===== src/rtl/capture_range_pkg.sv =====
// Shared types for the capture range controller.
// Assumes: state codes are seen on a port, so the values are fixed.
package capture_range_pkg;

    typedef enum logic [1:0] {
        ST_IDLE = 2'd0,
        ST_NEAR = 2'd1,
        ST_FULL = 2'd2
    } cap_state_e;

endpackage


===== src/rtl/capture_window_timer.sv =====
// Counts timebase ticks while the window runs and flags the last tick.
// Assumes: LIMIT >= 1; clr has priority over counting; the expire flag
// is combinational and valid only in the cycle of the final tick.
module capture_window_timer #(
    parameter int LIMIT = 2000
) (
    input  logic clk,
    input  logic rst_n,
    input  logic clr,
    input  logic run,
    input  logic tick,
    output logic expire
);
    localparam int CW = (LIMIT > 1) ? $clog2(LIMIT) : 1;
    localparam logic [CW-1:0] LAST = CW'(LIMIT - 1);

    logic [CW-1:0] cnt_q;

    // Tick counter: cleared on request, advances on counted ticks.
    always_ff @(posedge clk) begin
        if (!rst_n) begin
            cnt_q <= '0;
        end else if (clr) begin
            cnt_q <= '0;
        end else if (run && tick) begin
            cnt_q <= (cnt_q == LAST) ? '0 : cnt_q + 1'b1;
        end
    end

    // Final-tick detect.
    always_comb begin
        expire = run && tick && (cnt_q == LAST);
    end
endmodule


===== src/rtl/capture_mode_fsm.sv =====
// Capture-mode state machine: idle, nearest-edge, full-range.
// Assumes: force has priority over a reference change, which has priority
// over lock and timer events; expire comes from the window timer.
module capture_mode_fsm
    import capture_range_pkg::*;
(
    input  logic       clk,
    input  logic       rst_n,
    input  logic       ref_switch,
    input  logic       phase_lock,
    input  logic       force_full,
    input  logic       expire,
    output cap_state_e state,
    output logic       timer_run,
    output logic       timer_clr,
    output logic       timed_out
);
    cap_state_e state_q, state_d;
    logic       lock_seen_q;
    logic       timed_out_q;

    // Timer control: run only in an open, unlocked window.
    always_comb begin
        timer_clr = ref_switch || force_full;
        timer_run = (state_q == ST_NEAR) && !lock_seen_q && !phase_lock
                    && !ref_switch && !force_full;
    end

    // Next-state selection in priority order.
    always_comb begin
        state_d = state_q;
        if (force_full) begin
            state_d = ST_FULL;
        end else if (ref_switch) begin
            state_d = ST_NEAR;
        end else if (expire) begin
            state_d = ST_FULL;
        end
    end

    // State register.
    always_ff @(posedge clk) begin
        if (!rst_n) begin
            state_q <= ST_IDLE;
        end else begin
            state_q <= state_d;
        end
    end

    // Lock memory: once lock is seen in a window, the timeout is cancelled.
    always_ff @(posedge clk) begin
        if (!rst_n) begin
            lock_seen_q <= 1'b0;
        end else if (ref_switch || force_full) begin
            lock_seen_q <= 1'b0;
        end else if (state_q == ST_NEAR && phase_lock) begin
            lock_seen_q <= 1'b1;
        end
    end

    // Timeout flag: set by expiry, cleared by a new reference.
    always_ff @(posedge clk) begin
        if (!rst_n) begin
            timed_out_q <= 1'b0;
        end else if (ref_switch) begin
            timed_out_q <= 1'b0;
        end else if (expire) begin
            timed_out_q <= 1'b1;
        end
    end

    assign state     = state_q;
    assign timed_out = timed_out_q;
endmodule


===== src/rtl/ref8k_edge_pick.sv =====
// Turns the selected edge of the 8 kHz reference into a one-cycle pulse.
// Assumes: the input is already synchronous; the history bit resets to 0.
module ref8k_edge_pick (
    input  logic clk,
    input  logic rst_n,
    input  logic pol_rise,
    input  logic sig_in,
    output logic edge_out
);
    logic prev_q;
    logic pulse_q;

    // History bit and registered edge pulse.
    always_ff @(posedge clk) begin
        if (!rst_n) begin
            prev_q  <= 1'b0;
            pulse_q <= 1'b0;
        end else begin
            prev_q  <= sig_in;
            pulse_q <= pol_rise ? (sig_in && !prev_q) : (!sig_in && prev_q);
        end
    end

    assign edge_out = pulse_q;
endmodule


===== src/rtl/capture_range_ctrl.sv =====
// Top level: capture range controller for a reference switch.
// Assumes: all inputs are synchronous to clk; WINDOW_TICKS is the window
// length in cap_tick_i pulses (two seconds in the target timebase).
module capture_range_ctrl
    import capture_range_pkg::*;
#(
    parameter int WINDOW_TICKS = 2000
) (
    input  logic       clk,
    input  logic       rst_n,
    input  logic       cap_tick_i,
    input  logic       ref_switch_i,
    input  logic       phase_lock_i,
    input  logic       force_full_i,
    input  logic       edge_pol_i,
    input  logic       ref8k_i,
    output logic [1:0] mode_state_o,
    output logic       full_range_o,
    output logic       timed_out_o,
    output logic       ref8k_edge_o
);
    cap_state_e state_w;
    logic       run_w;
    logic       clr_w;
    logic       expire_w;

    capture_window_timer #(.LIMIT(WINDOW_TICKS)) timer_i (
        .clk    (clk),
        .rst_n  (rst_n),
        .clr    (clr_w),
        .run    (run_w),
        .tick   (cap_tick_i),
        .expire (expire_w)
    );

    capture_mode_fsm fsm_i (
        .clk        (clk),
        .rst_n      (rst_n),
        .ref_switch (ref_switch_i),
        .phase_lock (phase_lock_i),
        .force_full (force_full_i),
        .expire     (expire_w),
        .state      (state_w),
        .timer_run  (run_w),
        .timer_clr  (clr_w),
        .timed_out  (timed_out_o)
    );

    ref8k_edge_pick edge_i (
        .clk      (clk),
        .rst_n    (rst_n),
        .pol_rise (edge_pol_i),
        .sig_in   (ref8k_i),
        .edge_out (ref8k_edge_o)
    );

    // Port view of the state and the capture-range select.
    always_comb begin
        mode_state_o = state_w;
        full_range_o = (state_w == ST_FULL);
    end
endmodule


===== config.mk =====
export PLATFORM = sky130hd
export DESIGN_NAME = capture_range_ctrl
export DESIGN_NICKNAME = d
export VERILOG_FILES = /design/src/rtl/capture_range_pkg.sv /design/src/rtl/capture_window_timer.sv /design/src/rtl/capture_mode_fsm.sv /design/src/rtl/ref8k_edge_pick.sv /design/src/rtl/capture_range_ctrl.sv
export SDC_FILE = /design/constraint.sdc
export NUM_CORES = 1
export LEC_CHECK = 0
export BUFFER_PORTS_ARGS = -buffer_cell sky130_fd_sc_hd__clkbuf_2
export CELL_PAD_IN_SITES_DETAIL_PLACEMENT = 1
export CELL_PAD_IN_SITES_GLOBAL_PLACEMENT = 1
export CORE_MARGIN = 5
export CORE_UTILIZATION = 37
export CTS_CLUSTER_SIZE = 20
export DETAILED_ROUTE_END_ITERATION = 6
export PLACE_DENSITY_LB_ADDON = 0.1
export SETUP_SLACK_MARGIN = 0.5
export SLEW_MARGIN = 20
export SYNTH_ARGS = -nofsm -noshare
export SYNTH_HDL_FRONTEND = slang
export SYNTH_SLANG_ARGS = --single-unit

===== constraint.sdc =====
create_clock -name clk -period 1.51 [get_ports clk]
set_clock_uncertainty 0.05 [all_clocks]
set_input_delay 0.151 -clock clk [delete_from_list [all_inputs] [get_ports clk]]
set_output_delay 0.151 -clock clk [all_outputs]
set_load 0.05 [all_outputs]

* After elaboration in Yosys (flattened, before gate mapping)
Cells that the tools add are included.
** Operators by class
- Muxes and demuxes :: 5
- Equality and inequality tests :: 3
- Add/sub/neg operators :: 1
- Bitwise gates (word level) :: 1
- Reductions and logical operators :: 21
** Operators with widths (number)
- $add A11 B1 Y11 const B :: 1
- $eq A11 B11 Y1 const B :: 1
- $mux W11 :: 1
- $logic_and A1 B1 Y1 :: 9
- $logic_not A1 Y1 :: 6
- $mux W2 :: 3
- $reduce_or A2 Y1 :: 3
- $reduce_bool A3 Y1 :: 1
- $eq A2 B1 Y1 const B :: 1
- $eq A2 B2 Y1 const B :: 1
- $reduce_bool A2 Y1 :: 1
- $logic_or A1 B1 Y1 :: 1
- $mux W1 :: 1
- $not A1 Y1 :: 1
** Word-level totals
- Logic and storage cells :: 38
- Bits in registers :: 17
- Input port bits :: 8
- Output and inout port bits :: 5

* Longest topological paths before layout
Gate-level depths: netlist (run 1).
- Depth in word-level cells :: 10
- Depth in mapped cells :: 5
- Mapped depth without buffers :: 5

* Cells and area by module
A second synthesis (run 1) with hierarchy kept.
** Second synthesis, totals
- Cells, all modules :: 85
- Area, all modules :: 793.3 µm²
** By module, submodules not included
- capture_window_timer :: times used 1, cells each 60, area an instance 524.3 µm², sequential area each 220.2 µm²
- capture_mode_fsm :: times used 1, cells each 18, area an instance 185.2 µm², sequential area each 80.1 µm²
- ref8k_edge_pick :: times used 1, cells each 6, area an instance 70.1 µm², sequential area each 40.0 µm²
- capture_range_ctrl :: times used 1, cells each 1, area an instance 13.8 µm², sequential area each 0.0 µm²

* Worst setup path after synthesis (run 1)
OpenSTA, ideal clock, no wires.
- Path type :: reg2reg
- Start :: register fsm_i.state_q[0], in the netlist fsm_i.state[0]
- End :: register timer_i.cnt_q[8]
- Arrival :: 1.714 ns
- Buffers on the path :: 1
- Slack :: -0.324 ns
- Data required time :: 1.390 ns
- Period minus slack after synthesis :: 1.834 ns
- Setup time :: 0.070 ns
- Stages on the path, launching flop included :: 6
- Cells stage by stage :: dfxtp_1 > nor4bb_1 > buf_4 > nand4_4 > or3b_1 > a21oi_1
** Between the ends
- Cells in the longest elaborated chain, start to end :: 6
** RTL lines
- start: declaration :: line capture_mode_fsm.sv:18 : cap_state_e state_q, state_d;
- start signal: assignment :: line capture_mode_fsm.sv:46 : state_q <= state_d;
- $eq A2 B1 Y1 :: line capture_mode_fsm.sv:25 : timer_run = (state_q == ST_NEAR) && !lock_seen_q && !phase_lock
- $logic_and A1 B1 Y1 (2 in series) :: line capture_mode_fsm.sv:25
- $logic_and A1 B1 Y1 (2 in series) :: line capture_mode_fsm.sv:26 : && !ref_switch && !force_full;
- $logic_and A1 B1 Y1 :: line capture_window_timer.sv:25 : end else if (run && tick) begin
- end signal: assignment :: line capture_window_timer.sv:26 : cnt_q <= (cnt_q == LAST) ? '0 : cnt_q + 1'b1;
- end: declaration :: line capture_window_timer.sv:17 : logic [CW-1:0] cnt_q;
No other way between the ends.
A chain may end at the register's enable or synchronous reset.

* Worst setup path after layout (run 1)
- Start :: register fsm_i.state_q[1], in the netlist fsm_i.state[1]
- End :: register timer_i.cnt_q[6]
The elaborated chain is that of the path after synthesis.

==> report_table.html, run 1 <==
<table>
<tr><th>Metric</th><th>Value</th></tr>
<tr><th colspan="2">Run status</th></tr>
<tr><td>Result of the run</td><td>finished, final reports clean</td></tr>
<tr><th colspan="2">STA</th></tr>
<tr><td>Final count of pins violating max slew</td><td>0</td></tr>
<tr><td>Worst path setup slack after routing</td><td>0.0541 ns</td></tr>
<tr><td>Final critical path time including I/O delays and setup</td><td>1.46 ns</td></tr>
<tr><td>RSZ-0062 raised after global routing</td><td>yes</td></tr>
<tr><td>Number of endpoints with negative hold slack in the final report</td><td>0</td></tr>
<tr><td>Final clock period utilization by the worst path</td><td>0.964</td></tr>
<tr><td>Worst hold slack</td><td>0.0573 ns</td></tr>
<tr><td>Worst-margin pin slew</td><td>0.278 ns</td></tr>
<tr><td>Max-Slew Margin vs Limit</td><td>0.814</td></tr>
<tr><td>Count of endpoints failing setup in the final report</td><td>0</td></tr>
<tr><td>Maximum operating frequency</td><td>687 MHz</td></tr>
<tr><th colspan="2">Floorplanning</th></tr>
<tr><td>Die area</td><td>3380 sq um</td></tr>
<tr><td>Width of the die</td><td>58.2 um</td></tr>
<tr><td>Starting utilization of the core area</td><td>0.388</td></tr>
<tr><td>I/O pin cnt</td><td>13</td></tr>
<tr><td>Site row count</td><td>17</td></tr>
<tr><td>Placeable core area</td><td>2210 sq um</td></tr>
<tr><td>Y dimension of the die</td><td>58.2 um</td></tr>
<tr><th colspan="2">Clock tree</th></tr>
<tr><td>TritonCTS clock tree</td><td>built</td></tr>
<tr><td>Clock-pin transition on the worst setup and hold timing paths</td><td>0.10 ns</td></tr>
<tr><td>Clock H-tree levels</td><td>1</td></tr>
<tr><td>Clk sinks</td><td>17</td></tr>
<tr><td>TritonCTS Buffers</td><td>3</td></tr>
<tr><td>Library cell used as clock root buffer</td><td>sky130_fd_sc_hd__clkbuf_4</td></tr>
<tr><td>Clock insertion delay at the later pin of the skew report</td><td>0.29 ns</td></tr>
<tr><td>Number of buffers on the longest clock path</td><td>2</td></tr>
<tr><th colspan="2">Power</th></tr>
<tr><td>Logic pwr share</td><td>0.135</td></tr>
<tr><td>Worst VDD drop</td><td>0.000456 V</td></tr>
<tr><td>Switching part of the total power</td><td>0.260</td></tr>
<tr><td>Leakage</td><td>0.490 nW</td></tr>
<tr><td>Net load switching power</td><td>0.213 mW</td></tr>
<tr><td>Clock network fraction of total power</td><td>0.301</td></tr>
<tr><td>Pwr Total</td><td>0.817 mW</td></tr>
<tr><td>P_int</td><td>0.604 mW</td></tr>
<tr><td>Share of total power in sequential cells</td><td>0.563</td></tr>
<tr><td>Power per cell area</td><td>683 nW/um^2</td></tr>
<tr><th colspan="2">Worst setup path</th></tr>
<tr><td>Slowest cell on the critical path</td><td>sky130_fd_sc_hd__dfxtp_4</td></tr>
<tr><td>Data required time at the worst endpoint</td><td>1.69 ns</td></tr>
<tr><td>Cells traversed along the worst timing path</td><td>nor4bb_2, buf_4, nand4_4, or3_1, a31oi_1</td></tr>
<tr><td>Logic depth of the worst register-to-register path</td><td>5</td></tr>
<tr><td>Kind of end point of the critical path</td><td>register</td></tr>
<tr><td>Biggest cell delay along the critical path</td><td>0.36 ns</td></tr>
<tr><td>Critical register-to-register path endpoint</td><td>timer_i.cnt_q[6]</td></tr>
<tr><td>Flop-to-flop setup slack</td><td>0.05 ns</td></tr>
<tr><td>RR Startpoint</td><td>fsm_i.state[1]</td></tr>
<tr><td>WP data arrival</td><td>1.63 ns</td></tr>
<tr><td>Setup CP Type</td><td>register to register</td></tr>
<tr><td>Crit Path Max Fanout</td><td>4</td></tr>
<tr><td>Setup crit start kind</td><td>register</td></tr>
<tr><th colspan="2">Final layout</th></tr>
<tr><td>Fraction of layout cells with a size suffix above 1</td><td>0.397</td></tr>
<tr><td>Relative area change from synthesis to final layout</td><td>39.4%</td></tr>
<tr><td>Post-layout nets</td><td>131</td></tr>
<tr><td>Final antenna diode count</td><td>0</td></tr>
<tr><td>Final core utilization</td><td>0.541</td></tr>
<tr><td>Design area</td><td>1200 sq um</td></tr>
<tr><th colspan="2">Synth</th></tr>
<tr><td>Leading post-synthesis cells by cell area</td><td>sky130_fd_sc_hd__dfxtp_1 40%, sky130_fd_sc_hd__xor2_1 6.1%, sky130_fd_sc_hd__nor2_1 4.4%, sky130_fd_sc_hd__nand4_1 3.6%, sky130_fd_sc_hd__nand2_1 3.5%</td></tr>
<tr><td>Summed instance area of the synthesized netlist</td><td>858 sq um</td></tr>
<tr><td>Part of the Yosys area used for sequential elements</td><td>0.397</td></tr>
<tr><td>Fraction of post-synthesis cell area in the top cell type by area</td><td>0.397</td></tr>
<tr><td>Leading area contributor after synthesis</td><td>sky130_fd_sc_hd__dfxtp_1</td></tr>
<tr><td>Synthesized area per cell</td><td>9.03 sq um</td></tr>
<tr><td>Synth unique cells</td><td>34</td></tr>
<tr><td>Mapped Nets</td><td>104</td></tr>
<tr><td>Yosys warnings</td><td>0</td></tr>
<tr><td>Post-Syn Instances</td><td>95</td></tr>
<tr><td>Synthesized flop and latch total</td><td>17</td></tr>
<tr><th colspan="2">Detailed routing</th></tr>
<tr><td>DRC violation count after routing</td><td>0</td></tr>
<tr><td>Number of search-and-repair iterations in the first detailed-routing pass</td><td>2</td></tr>
<tr><td>Total detailed-routing wirelength</td><td>2140 um</td></tr>
<tr><td>Routed wirelength normalized by instance count</td><td>14.4 um</td></tr>
<tr><td>Routed via count divided by cell count</td><td>5.29</td></tr>
<tr><td>Violation count after the first detailed-routing iteration</td><td>2</td></tr>
<tr><td>Remaining antenna violation count after routing</td><td>0</td></tr>
<tr><td>Vias</td><td>788</td></tr>
<tr><th colspan="2">Global route</th></tr>
<tr><td>Number of global-route vias before repair</td><td>840</td></tr>
<tr><td>Largest net degree at the start of global routing</td><td>11</td></tr>
<tr><td>Wire length of the first global-routing pass</td><td>3690 um</td></tr>
<tr><td>Total gr overflow</td><td>0</td></tr>
<tr><td>Global routing usage summed across all routing layers</td><td>0.140</td></tr>
<tr><td>Initial antenna violation count</td><td>0</td></tr>
<tr><th colspan="2">Placement</th></tr>
<tr><td>Weighted congestion reported at the end of routability-driven placement</td><td>0.768</td></tr>
<tr><td>Total placed instance area</td><td>1030 sq um</td></tr>
<tr><td>HPWL after detailed placement</td><td>1530 um</td></tr>
<tr><td>Pre-CTS setup slack</td><td>0.00169 ns</td></tr>
<tr><td>Input/output buffers</td><td>12</td></tr>
<tr><th colspan="2">Worst hold path</th></tr>
<tr><td>Hold Path Cell Cnt</td><td>2</td></tr>
<tr><td>Hold Crit Class</td><td>input pin to register</td></tr>
<tr><td>Startpoint of the lowest-slack hold path</td><td>ref8k_i</td></tr>
<tr><td>Hold-critical path endpoint</td><td>edge_i.prev_q</td></tr>
<tr><th colspan="2">Job</th></tr>
<tr><td>Max-cap viol count</td><td>0</td></tr>
</table>
[cell usage in the layout, fill, tap and decap left out, types with 2 or more instances in the layout]
cell type,synthesis,final
sky130_fd_sc_hd__and3_1,2,2
sky130_fd_sc_hd__o21ai_0,3,2
sky130_fd_sc_hd__dfxtp_4,0,2
sky130_fd_sc_hd__buf_8,0,3
sky130_fd_sc_hd__nand4b_1,2,2
sky130_fd_sc_hd__clkbuf_16,0,2
sky130_fd_sc_hd__dfxtp_2,0,4
sky130_fd_sc_hd__buf_4,1,13
sky130_fd_sc_hd__nand3_1,5,4
sky130_fd_sc_hd__clkbuf_2,0,7
sky130_fd_sc_hd__a31oi_1,2,2
sky130_fd_sc_hd__nand4_1,5,5
sky130_fd_sc_hd__nor2_2,0,2
sky130_fd_sc_hd__nand2_1,8,8
sky130_fd_sc_hd__clkbuf_4,0,3
sky130_fd_sc_hd__dfxtp_1,17,11
sky130_fd_sc_hd__and4_1,3,3
sky130_fd_sc_hd__a21oi_1,4,4
sky130_fd_sc_hd__nand3b_1,2,2
sky130_fd_sc_hd__nor2b_1,2,2
sky130_fd_sc_hd__nor2_1,10,8
sky130_fd_sc_hd__xor2_1,6,6
[through the flow]
step | TNS, ns | cells
after floorplan | -0.00976 | 95
after global placement | -0.0104 | 143
after CTS | 0 | 149
after global routing | -0.255 | 149
final | 0 | 149
after detailed placement | 0 | 143
[worst max-delay path, delay by kind of cell, from the launching register on]
kind | cells | cell delay, ns
AO/OA/AOI/OAI | 1 | 0.16
buffers and inverters | 1 | 0.18
flip-flops | 1 | 0.36
AND/OR/NAND/NOR | 3 | 0.65
[layout make-up]
class	instances	area, sq um
inverters	2	7.51
flip-flops and latches	17	353
multi-input cells	73	546
clock buffers	3	22.5
well taps	28	35.0
repair buffers	25	228
fillers	276	1020
clock inverters	1	5.00
[routing by layer]
| metal | track usage | share of wire | up-vias |
|---|---|---|---|
| li1 | - | - | 399 |
| met1 | 0.184 | 0.48 | 383 |
| met2 | 0.226 | 0.49 | 4 |
| met3 | 0.0200 | 0.017 | 2 |
| met4 | 0.0596 | 0.0079 | 0 |
| met5 | 0 | 0 | - |
[power groups by stage]
stage          sequential [mW]  clock [mW]  combinational, mW
6_report                 0.460       0.246              0.111
5_1_grt                  0.461       0.286              0.117
4_1_cts                  0.459       0.266              0.107
3_5_place_dp             0.469           0             0.0829
3_3_place_gp             0.468           0             0.0813
2_1_floorplan            0.484           0             0.0310
[flip-flops by register name, indices dropped and copies added, names as in the netlist]
signal and cells:
timer_i.cnt_q 11, fsm_i.state 2, edge_i.edge_out 1, edge_i.prev_q 1, fsm_i.lock_seen_q 1, fsm_i.timed_out 1
[logic make-up after synthesis]
family | Yosys count | synth area share
buffers and inverters | 5 | 0.0262
XOR/XNOR | 6 | 0.0612
adder cells (fa/ha/maj) | 1 | 0.0146
AND/OR/NAND/NOR | 51 | 0.383
multiplexers | 2 | 0.0248
AO/OA/AOI/OAI | 13 | 0.0933
flip-flops | 17 | 0.397
[worst max-delay path by stage]
stage,startpoint,endpoint,slack [ns],cells after the start
6_report,fsm_i.state[1],timer_i.cnt_q[6],0.05,5
4_1_cts,fsm_i.state[1],timer_i.cnt_q[6],0.05,5
5_1_grt,fsm_i.state[1],timer_i.cnt_q[8],-0.04,5
3_3_place_gp,timer_i.cnt_q[10],timer_i.cnt_q[0],-0.006,4
3_5_place_dp,fsm_i.lock_seen_q,timer_i.cnt_q[0],0.002,4
2_1_floorplan,fsm_i.state[0],timer_i.cnt_q[6],-0.005,5
[synth_stat cells]
library cell               instances
sky130_fd_sc_hd__o21ai_1           1
sky130_fd_sc_hd__o311a_1           1
sky130_fd_sc_hd__nand4_1           5
sky130_fd_sc_hd__a21boi_0          1
sky130_fd_sc_hd__clkbuf_1          2
sky130_fd_sc_hd__nor2_1           10
sky130_fd_sc_hd__mux2i_1           1
sky130_fd_sc_hd__nor4b_2           1
sky130_fd_sc_hd__nand3b_1          2
sky130_fd_sc_hd__or3b_2            1
sky130_fd_sc_hd__nor2b_1           2
sky130_fd_sc_hd__xor2_1            6
sky130_fd_sc_hd__or3b_1            1
sky130_fd_sc_hd__or2b_1            1
sky130_fd_sc_hd__o211a_1           1
sky130_fd_sc_hd__nor3b_1           2
sky130_fd_sc_hd__buf_4             1
sky130_fd_sc_hd__and2_1            2
sky130_fd_sc_hd__mux2_1            1
sky130_fd_sc_hd__nand4b_1          2
sky130_fd_sc_hd__a21oi_1           4
sky130_fd_sc_hd__and3_1            2
sky130_fd_sc_hd__a31oi_1           2
sky130_fd_sc_hd__nand3_1           5
sky130_fd_sc_hd__ha_1              1
sky130_fd_sc_hd__and4_1            3
sky130_fd_sc_hd__or3_1             1
sky130_fd_sc_hd__inv_1             2
sky130_fd_sc_hd__nand2_1           8
sky130_fd_sc_hd__nor3_4            1
sky130_fd_sc_hd__nor4bb_1          1
sky130_fd_sc_hd__dfxtp_1          17
sky130_fd_sc_hd__o21ai_0           3
sky130_fd_sc_hd__nand4_4           1
[what timing repair did]
| action | 4_1_cts | 5_1_grt |
|---|---|---|
| setup buffers | 2 | 0 |
| endpoints found under the hold margin | 0 | 0 |
| pin swaps | 3 | 5 |
| resized for setup | 21 | 9 |
| hold buffers | 0 | 0 |
| setup endpoints to repair | 20 | 20 |
(Power assumes the default switching activity.)
==> inputs of run 2 (changes only) <==
- CORE_ASPECT_RATIO: not set -> 0.6
- CORE_UTILIZATION: 37 -> 36
- SYNTH_HIERARCHICAL: not set -> 1
==> run 2 against run 1 <==
- the flow now finishes with violations (negative setup slack)
- clock-buffer cell count grew 1
- total power grew 11%
- final area shrank 2.2%
- hold slack gained 0.033 ns
- synthesized area shrank 7.6%
- global-route usage grew 0.88 points
- wire length grew 5.0%
- setup slack lost 0.40 ns
==> report_table.html, run 2 <==
<table>
<tr><th>Metric</th><th>Value</th></tr>
<tr><th colspan="2">Placement</th></tr>
<tr><td>HPWL after detailed placement</td><td>1540 um (+0.93%)</td></tr>
<tr><td>Weighted congestion reported at the end of routability-driven placement</td><td>0.752 (-2.1%)</td></tr>
<tr><td>Input/output buffers</td><td>12 (unchanged)</td></tr>
<tr><th colspan="2">Power</th></tr>
<tr><td>Worst VDD drop</td><td>0.000490 V (+7.4%)</td></tr>
<tr><td>Pwr Total</td><td>0.903 mW (+11%)</td></tr>
<tr><td>Power per cell area</td><td>772 nW/um^2 (+13%)</td></tr>
<tr><td>Leakage</td><td>0.427 nW (-13%)</td></tr>
<tr><th colspan="2">Synth</th></tr>
<tr><td>Part of the Yosys area used for sequential elements</td><td>0.429 (+0.0325)</td></tr>
<tr><td>Fraction of post-synthesis cell area in the top cell type by area</td><td>0.429 (+0.0325)</td></tr>
<tr><td>Synth async-reset ratio</td><td>0 (unchanged)</td></tr>
<tr><td>Leading post-synthesis cells by cell area</td><td>sky130_fd_sc_hd__dfxtp_1 43%, sky130_fd_sc_hd__xnor2_1 8.8%, sky130_fd_sc_hd__nor2_1 7.1%, sky130_fd_sc_hd__nor4_4 2.7%, sky130_fd_sc_hd__nor3_1 2.5%</td></tr>
<tr><td>Top-count cell post-synth</td><td>sky130_fd_sc_hd__dfxtp_1</td></tr>
<tr><td>Synth unique cells</td><td>30 (-12%)</td></tr>
<tr><td>Post-Syn Instances</td><td>85 (-11%)</td></tr>
<tr><td>Synthesized area per cell</td><td>9.33 sq um (+3.3%)</td></tr>
<tr><td>Summed instance area of the synthesized netlist</td><td>793 sq um (-7.6%)</td></tr>
<tr><td>Mapped Nets</td><td>94 (-9.6%)</td></tr>
<tr><td>Synthesized flop and latch total</td><td>17 (unchanged)</td></tr>
<tr><td>Yosys warnings</td><td>6 (+6)</td></tr>
<tr><td>Count of flip-flops with a built-in enable after synthesis</td><td>0 (unchanged)</td></tr>
<tr><td>Leading area contributor after synthesis</td><td>sky130_fd_sc_hd__dfxtp_1</td></tr>
<tr><td>Most used standard cells in the synthesized netlist</td><td>17 x sky130_fd_sc_hd__dfxtp_1, 15 x sky130_fd_sc_hd__nor2_1, 8 x sky130_fd_sc_hd__xnor2_1, 5 x sky130_fd_sc_hd__inv_1, 5 x sky130_fd_sc_hd__nand2_1</td></tr>
<tr><td>Dominant register cell in the synthesized netlist</td><td>sky130_fd_sc_hd__dfxtp_1</td></tr>
<tr><th colspan="2">Floorplanning</th></tr>
<tr><td>Width of the die</td><td>70.6 um (+21%)</td></tr>
<tr><td>Y dimension of the die</td><td>46.4 um (-20%)</td></tr>
<tr><td>I/O pin cnt</td><td>13 (unchanged)</td></tr>
<tr><td>Die area</td><td>3270 sq um (-3.3%)</td></tr>
<tr><td>Placeable core area</td><td>2130 sq um (-3.7%)</td></tr>
<tr><td>Starting utilization of the core area</td><td>0.372 (-0.0157)</td></tr>
<tr><td>Site row count</td><td>13 (-4)</td></tr>
<tr><th colspan="2">STA</th></tr>
<tr><td>Final count of pins violating max slew</td><td>0 (unchanged)</td></tr>
<tr><td>Maximum operating frequency</td><td>539 MHz (-22%)</td></tr>
<tr><td>Final clock period utilization by the worst path</td><td>1.23 (+0.265)</td></tr>
<tr><td>RSZ-0062 raised after global routing</td><td>yes</td></tr>
<tr><td>Worst-margin pin slew</td><td>0.370 ns (+0.0927 ns)</td></tr>
<tr><td>Worst hold slack</td><td>0.0901 ns (+0.0327 ns)</td></tr>
<tr><td>Sum of negative setup slack</td><td>-4.02 ns (-4.02 ns)</td></tr>
<tr><td>Final critical path time including I/O delays and setup</td><td>1.86 ns (+0.400 ns)</td></tr>
<tr><td>Number of endpoints with negative hold slack in the final report</td><td>0 (unchanged)</td></tr>
<tr><td>Max-Slew Margin vs Limit</td><td>0.753 (-0.0616)</td></tr>
<tr><td>Count of endpoints failing setup in the final report</td><td>14 (+14)</td></tr>
<tr><td>Worst path setup slack after routing</td><td>-0.345 ns (-0.400 ns)</td></tr>
<tr><th colspan="2">Final layout</th></tr>
<tr><td>Largest register FFs</td><td>11 (unchanged)</td></tr>
<tr><td>Final-layout fill cell count</td><td>241 (-13%)</td></tr>
<tr><td>Highest-count cells in the layout ignoring fill and taps</td><td>16 x sky130_fd_sc_hd__buf_4, 15 x sky130_fd_sc_hd__dfxtp_1, 13 x sky130_fd_sc_hd__nor2_1</td></tr>
<tr><td>Register with the highest flop count</td><td>timer_i/cnt_q</td></tr>
<tr><td>Fraction of layout cells with a size suffix above 1</td><td>0.395 (-0.00174)</td></tr>
<tr><td>Post-layout nets</td><td>129 (-1.5%)</td></tr>
<tr><td>Final antenna diode count</td><td>0 (unchanged)</td></tr>
<tr><td>Relative area change from synthesis to final layout</td><td>47.5%</td></tr>
<tr><td>Most common library cell in the layout ignoring fill and taps</td><td>sky130_fd_sc_hd__buf_4</td></tr>
<tr><th colspan="2">Detailed routing</th></tr>
<tr><td>Remaining antenna violation count after routing</td><td>0 (unchanged)</td></tr>
<tr><td>Routed wirelength normalized by instance count</td><td>15.1 um (+5.0%)</td></tr>
<tr><td>Total detailed-routing wirelength</td><td>2250 um (+5.0%)</td></tr>
<tr><td>Violation count after the first detailed-routing iteration</td><td>12 (+10)</td></tr>
<tr><td>Routed via count divided by cell count</td><td>4.77 (-9.8%)</td></tr>
<tr><td>Number of search-and-repair iterations in the first detailed-routing pass</td><td>4 (+2)</td></tr>
<tr><td>DRC violation count after routing</td><td>0 (unchanged)</td></tr>
<tr><td>Vias</td><td>711 (-9.8%)</td></tr>
<tr><th colspan="2">Clock tree</th></tr>
<tr><td>Number of buffers on the longest clock path</td><td>2 (unchanged)</td></tr>
<tr><td>Clock insertion delay at the later pin of the skew report</td><td>0.25 ns (-0.04 ns)</td></tr>
<tr><td>Library cell used as clock root buffer</td><td>sky130_fd_sc_hd__clkbuf_8</td></tr>
<tr><td>Clk sinks</td><td>17 (unchanged)</td></tr>
<tr><td>TritonCTS clock tree</td><td>built</td></tr>
<tr><td>TritonCTS Buffers</td><td>3 (unchanged)</td></tr>
<tr><td>Clock-pin transition on the worst setup and hold timing paths</td><td>0.06 ns (-0.04 ns)</td></tr>
<tr><td>Clock H-tree levels</td><td>1 (unchanged)</td></tr>
<tr><th colspan="2">Run status</th></tr>
<tr><td>Result of the run</td><td>finished, violations left</td></tr>
<tr><td>Violations in the final reports</td><td>negative setup slack</td></tr>
<tr><th colspan="2">Global route</th></tr>
<tr><td>Global routing usage summed across all routing layers</td><td>0.149 (+0.00878)</td></tr>
<tr><td>Largest net degree at the start of global routing</td><td>10 (-1)</td></tr>
<tr><td>Number of global-route vias before repair</td><td>767 (-8.7%)</td></tr>
<tr><td>Wire length of the first global-routing pass</td><td>3650 um (-1.1%)</td></tr>
<tr><td>Total gr overflow</td><td>0 (unchanged)</td></tr>
<tr><td>Initial antenna violation count</td><td>0 (unchanged)</td></tr>
<tr><th colspan="2">Worst setup path</th></tr>
<tr><td>Flop-to-flop setup slack</td><td>-0.35 ns (-0.40 ns)</td></tr>
<tr><td>Slowest cell on the critical path</td><td>sky130_fd_sc_hd__or4_4</td></tr>
<tr><td>Kind of end point of the critical path</td><td>register</td></tr>
<tr><td>Setup CP Type</td><td>register to register</td></tr>
<tr><td>Data required time at the worst endpoint</td><td>1.60 ns (-0.09 ns)</td></tr>
<tr><td>WP data arrival</td><td>1.95 ns (+0.32 ns)</td></tr>
<tr><td>Biggest cell delay along the critical path</td><td>0.49 ns (+0.13 ns)</td></tr>
<tr><td>Cell family with the largest share of critical-path delay</td><td>simple AND/OR/NAND/NOR gates</td></tr>
<tr><td>Crit Path Max Fanout</td><td>4 (unchanged)</td></tr>
<tr><td>Worst path bufs/invs</td><td>0 (-1)</td></tr>
<tr><td>Setup crit start kind</td><td>register</td></tr>
<tr><td>Cells traversed along the worst timing path</td><td>nand2b_4, nor4_4, nand3_2, or4_4, nor2_4, nor2b_1, o211a_1</td></tr>
<tr><th colspan="2">Job</th></tr>
<tr><td>Max-cap viol count</td><td>0 (unchanged)</td></tr>
<tr><th colspan="2">Worst hold path</th></tr>
<tr><td>Hold Crit Class</td><td>input pin to register</td></tr>
</table>
## run 2: cell count changes in the layout (fill, tap and decap cells not counted), moves of 4 or more
| cell | before | now |
|---|---|---|
| sky130_fd_sc_hd__clkbuf_8 | 0 | 4 |
| sky130_fd_sc_hd__dfxtp_1 | 11 | 15 |
| sky130_fd_sc_hd__dfxtp_2 | 4 | 0 |
| sky130_fd_sc_hd__inv_1 | 1 | 5 |
| sky130_fd_sc_hd__nor2_1 | 8 | 13 |
| sky130_fd_sc_hd__nor3_1 | 0 | 4 |
| sky130_fd_sc_hd__xnor2_1 | 0 | 8 |
| sky130_fd_sc_hd__xor2_1 | 6 | 1 |
## run 2: cell families after synthesis
family / count (synthesis) / share of synthesized area
and+or+nand+nor: 44 / 0.336
DFF: 17 / 0.429
AOI/OAI and AO/OA: 9 / 0.0962
xor gates and xnor gates: 9 / 0.0994
buffers and inverters: 5 / 0.0237
adders and majority gates: 1 / 0.0158
## run 2: final cells by class
cell class / instances / area [sq um] / area share
clock buffers: 4 / 45.0 / 0.0385
flip-flops and latches: 17 / 348 / 0.297
inverters: 5 / 18.8 / 0.0160
multi-input cells: 64 / 464 / 0.397
well taps: 30 / 37.5 / 0.0321
repair buffers: 29 / 256 / 0.219
## run 2: per-layer routing
layer  vias up  share of wire  GRT usage
met2         8           0.47      0.275
li1        361              -          -
met1       342           0.50      0.181
met4         0              0     0.0112
met5         -              0          0
met3         0          0.031     0.0458
## run 2: final timing paths
path,startpoint,to,cells after the start
worst max-delay path,fsm_i/state[1],fsm_i/state[0],7
worst min-delay path,ref8k_i,edge_i/prev_q,2
worst max register to register,fsm_i/state[1],fsm_i/state[0],7
worst min register to register,edge_i/prev_q,edge_i/edge_out,2
## run 2: per-stage QoR
stage | worst slack, ns | instances | utilization | area [sq um]
5_1_grt | -0.376 | 149 | 0.549 | 1170
6_report | -0.345 | 149 | 0.549 | 1170
3_3_place_gp | -0.340 | 140 | 0.474 | 1010
3_5_place_dp | -0.393 | 140 | 0.474 | 1010
2_1_floorplan | -0.388 | 85 | - | 816
4_1_cts | -0.308 | 146 | 0.533 | 1140
## run 2: what timing repair did
item,in CTS,in global routing
gates cloned,1,0
gates resized for setup,13,5
buffers inserted,1,3
endpoints found under the setup margin,19,19
hold buffers,0,0
pin swaps,4,2
## run 2: power by group
part           switching (mW)  internal (mW)
logic                  0.0570         0.0532
registers             0.00433          0.453
clock network           0.148          0.187
==> inputs of run 3 (changes only) <==
- CTS_BUF_LIST: not set -> sky130_fd_sc_hd__clkbuf_4 sky130_fd_sc_hd__clkbuf_8 sky130_fd_sc_hd__clkbuf_16
- GPL_TIMING_DRIVEN: not set -> 1
==> run 3 against run 2 <==
- the flow still finishes with violations (negative setup slack)
- critical path depth stayed put
- wire length barely moved
- cell count did not move
- global-route usage is 0.20 points lower
- combinational power barely moved
- highest routed layer unchanged
- clock power increased by 4%
- fmax down 0.49%
- largest power group unchanged
- largest cell class unchanged
- flip-flop and latch count is the same
- hold slack better by 0.00093 ns
- sequential power barely moved
- die area unchanged
- final area rose by 1.6%
==> report_table.html, run 3 (synthesis results as in run 2) <==
<table>
<tr><th>Metric</th><th>Value</th></tr>
<tr><th colspan="2">Floorplanning</th></tr>
<tr><td>Y dimension of the die</td><td>46.4 um (unchanged)</td></tr>
<tr><td>Die area</td><td>3270 sq um (unchanged)</td></tr>
<tr><td>Width of the die</td><td>70.6 um (unchanged)</td></tr>
<tr><td>Starting utilization of the core area</td><td>0.372 (unchanged)</td></tr>
<tr><td>Placeable core area</td><td>2130 sq um (unchanged)</td></tr>
<tr><td>Site row count</td><td>13 (unchanged)</td></tr>
<tr><td>I/O pin cnt</td><td>13 (unchanged)</td></tr>
<tr><th colspan="2">STA</th></tr>
<tr><td>Worst hold slack</td><td>0.0910 ns (+0.000932 ns)</td></tr>
<tr><td>Count of endpoints failing setup in the final report</td><td>14 (unchanged)</td></tr>
<tr><td>Sum of negative setup slack</td><td>-3.99 ns (+0.0270 ns)</td></tr>
<tr><td>Max-Slew Margin vs Limit</td><td>0.700 (-0.0522)</td></tr>
<tr><td>RSZ-0062 raised after global routing</td><td>yes</td></tr>
<tr><td>Final count of pins violating max slew</td><td>0 (unchanged)</td></tr>
<tr><td>Worst path setup slack after routing</td><td>-0.355 ns (-0.00918 ns)</td></tr>
<tr><td>Worst-margin pin slew</td><td>0.449 ns (+0.0781 ns)</td></tr>
<tr><td>Final critical path time including I/O delays and setup</td><td>1.86 ns (+0.00918 ns)</td></tr>
<tr><td>Maximum operating frequency</td><td>536 MHz (-0.49%)</td></tr>
<tr><td>Number of endpoints with negative hold slack in the final report</td><td>0 (unchanged)</td></tr>
<tr><td>Final clock period utilization by the worst path</td><td>1.23 (+0.00608)</td></tr>
<tr><th colspan="2">Final layout</th></tr>
<tr><td>Fraction of layout cells with a size suffix above 1</td><td>0.412 (+0.0168)</td></tr>
<tr><td>Post-layout nets</td><td>129 (unchanged)</td></tr>
<tr><td>Register with the highest flop count</td><td>timer_i/cnt_q</td></tr>
<tr><td>Total area of sequential cells</td><td>348 sq um (unchanged)</td></tr>
<tr><td>Highest-count cells in the layout ignoring fill and taps</td><td>16 x sky130_fd_sc_hd__buf_4, 15 x sky130_fd_sc_hd__dfxtp_1, 13 x sky130_fd_sc_hd__nor2_1</td></tr>
<tr><td>Final core utilization</td><td>0.558 (+0.00881)</td></tr>
<tr><td>Combined area of the multi-input logic cells</td><td>479 sq um (+3.2%)</td></tr>
<tr><td>Final-layout fill cell count</td><td>239 (-0.83%)</td></tr>
<tr><td>Largest register FFs</td><td>11 (unchanged)</td></tr>
<tr><td>Relative area change from synthesis to final layout</td><td>49.8%</td></tr>
<tr><td>Final antenna diode count</td><td>0 (unchanged)</td></tr>
<tr><td>Most common library cell in the layout ignoring fill and taps</td><td>sky130_fd_sc_hd__buf_4</td></tr>
<tr><th colspan="2">Worst setup path</th></tr>
<tr><td>WP data arrival</td><td>1.96 ns (about the same)</td></tr>
<tr><td>Kind of end point of the critical path</td><td>register</td></tr>
<tr><td>Data required time at the worst endpoint</td><td>1.60 ns (about the same)</td></tr>
<tr><td>Flop-to-flop setup slack</td><td>-0.35 ns (about the same)</td></tr>
<tr><td>RR Startpoint</td><td>fsm_i/state[1]</td></tr>
<tr><td>Critical register-to-register path endpoint</td><td>fsm_i/state[0]</td></tr>
<tr><td>Cells traversed along the worst timing path</td><td>nand2b_4, nor4_4, nand3_2, or4_4, nor2_4, nor2b_1, o211a_1</td></tr>
<tr><td>Crit Path Max Fanout</td><td>4 (unchanged)</td></tr>
<tr><td>Setup crit start kind</td><td>register</td></tr>
<tr><td>Worst path bufs/invs</td><td>0 (unchanged)</td></tr>
<tr><td>Slowest cell on the critical path</td><td>sky130_fd_sc_hd__or4_4</td></tr>
<tr><td>Cell family with the largest share of critical-path delay</td><td>simple AND/OR/NAND/NOR gates</td></tr>
<tr><td>Logic depth of the worst register-to-register path</td><td>7 (unchanged)</td></tr>
<tr><td>Biggest cell delay along the critical path</td><td>0.50 ns (about the same)</td></tr>
<tr><td>Setup CP Type</td><td>register to register</td></tr>
<tr><th colspan="2">Worst hold path</th></tr>
<tr><td>Startpoint of the lowest-slack hold path</td><td>ref8k_i</td></tr>
<tr><td>Hold-critical path endpoint</td><td>edge_i/prev_q</td></tr>
<tr><td>Hold Path Cell Cnt</td><td>2 (unchanged)</td></tr>
<tr><td>Hold Crit Class</td><td>input pin to register</td></tr>
<tr><th colspan="2">Detailed routing</th></tr>
<tr><td>Routed wirelength normalized by instance count</td><td>15.1 um (about the same)</td></tr>
<tr><td>DRC violation count after routing</td><td>0 (unchanged)</td></tr>
<tr><td>Routed via count divided by cell count</td><td>4.83 (+1.1%)</td></tr>
<tr><td>Violation count after the first detailed-routing iteration</td><td>8 (-4)</td></tr>
<tr><td>Vias</td><td>719 (+1.1%)</td></tr>
<tr><td>Total detailed-routing wirelength</td><td>2250 um (about the same)</td></tr>
<tr><td>Remaining antenna violation count after routing</td><td>0 (unchanged)</td></tr>
<tr><td>Number of search-and-repair iterations in the first detailed-routing pass</td><td>4 (unchanged)</td></tr>
<tr><th colspan="2">Global route</th></tr>
<tr><td>Global routing usage summed across all routing layers</td><td>0.147 (-0.00197)</td></tr>
<tr><td>Total gr overflow</td><td>0 (unchanged)</td></tr>
<tr><td>Initial antenna violation count</td><td>0 (unchanged)</td></tr>
<tr><td>Wire length of the first global-routing pass</td><td>3620 um (-0.96%)</td></tr>
<tr><td>Number of global-route vias before repair</td><td>758 (-1.2%)</td></tr>
<tr><td>Largest net degree at the start of global routing</td><td>11 (+1)</td></tr>
<tr><th colspan="2">Clock tree</th></tr>
<tr><td>Clock insertion delay at the later pin of the skew report</td><td>0.25 ns (about the same)</td></tr>
<tr><td>Number of buffers on the longest clock path</td><td>2 (unchanged)</td></tr>
<tr><td>Clk sinks</td><td>17 (unchanged)</td></tr>
<tr><td>TritonCTS Buffers</td><td>3 (unchanged)</td></tr>
<tr><td>Number of hold buffers added after CTS</td><td>0 (unchanged)</td></tr>
<tr><td>TritonCTS clock tree</td><td>built</td></tr>
<tr><td>Clock-pin transition on the worst setup and hold timing paths</td><td>0.06 ns (about the same)</td></tr>
<tr><td>Clock H-tree levels</td><td>1 (unchanged)</td></tr>
<tr><td>Library cell used as clock root buffer</td><td>sky130_fd_sc_hd__clkbuf_8</td></tr>
<tr><th colspan="2">Placement</th></tr>
<tr><td>Input/output buffers</td><td>12 (unchanged)</td></tr>
<tr><td>Weighted congestion reported at the end of routability-driven placement</td><td>0.752 (unchanged)</td></tr>
<tr><td>Pre-CTS setup slack</td><td>-0.393 ns (unchanged)</td></tr>
<tr><td>HPWL after detailed placement</td><td>1540 um (unchanged)</td></tr>
<tr><th colspan="2">Power</th></tr>
<tr><td>Worst VDD drop</td><td>0.000492 V (+0.40%)</td></tr>
<tr><td>Pwr Total</td><td>0.915 mW (+1.3%)</td></tr>
<tr><td>Power per cell area</td><td>770 nW/um^2 (-0.27%)</td></tr>
<tr><td>Leakage</td><td>0.431 nW (+1.1%)</td></tr>
<tr><th colspan="2">Job</th></tr>
<tr><td>Max-cap viol count</td><td>0 (unchanged)</td></tr>
<tr><th colspan="2">Run status</th></tr>
<tr><td>Violations in the final reports</td><td>negative setup slack</td></tr>
<tr><td>Result of the run</td><td>finished, violations left</td></tr>
</table>
[run 3: worst max-delay path by stage]
stage	startpoint	endpoint	slack, ns	cells after the start
floorplan	fsm_i/state[1]	fsm_i/state[0]	-0.39	7
global placement	ref_switch_i	fsm_i/state[0]	-0.34	8
detailed placement	ref_switch_i	fsm_i/state[0]	-0.39	8
CTS	fsm_i/state[1]	fsm_i/state[0]	-0.28	7
global route	fsm_i/state[1]	fsm_i/state[0]	-0.38	7
finish	fsm_i/state[1]	fsm_i/state[0]	-0.35	7
[run 3: per-stage QoR]
| step | cells | instance area (sq um) |
|---|---|---|
| 3_5_place_dp | 140 | 1010 |
| 6_report | 149 | 1190 |
| 2_1_floorplan | 85 | 816 |
| 4_1_cts | 146 | 1140 |
| 3_3_place_gp | 140 | 1010 |
| 5_1_grt | 149 | 1190 |
[run 3: area by class of cell]
type	count	share of cell area
well taps	30	0.0316
flip-flops and latches	17	0.293
repair buffers	29	0.216
multi-input cells	64	0.403
clock buffers	4	0.0411
inverters	5	0.0158
[run 3: where the power goes]
group	leakage [nW]	switching, mW	internal (mW)
logic	0.266	0.0568	0.0537
clock network	0.0262	0.142	0.205
registers	0.139	0.00409	0.453
[run 3: worst reg2reg max path: cells and delay by family (launching register included)]
family | cells | cell delay [ns]
and+or+nand+nor | 6 | 1.17
DFF | 1 | 0.34
AOI/OAI and AO/OA | 1 | 0.19
[run 3: what timing repair did]
item | 4_1_cts | 5_1_grt
pin swaps | 3 | 5
setup endpoints to repair | 19 | 19
gates resized for setup | 13 | 7
endpoints found under the hold margin | 0 | 0
buffers inserted | 2 | 2
gates cloned | 0 | 1
[run 3: layer usage]
metal,up-vias,global-route usage,wire (um)
met4,0,0.0112,0
met2,12,0.251,1070
met1,345,0.192,1090
met3,0,0.0458,90
met5,-,0,0
li1,362,-,-
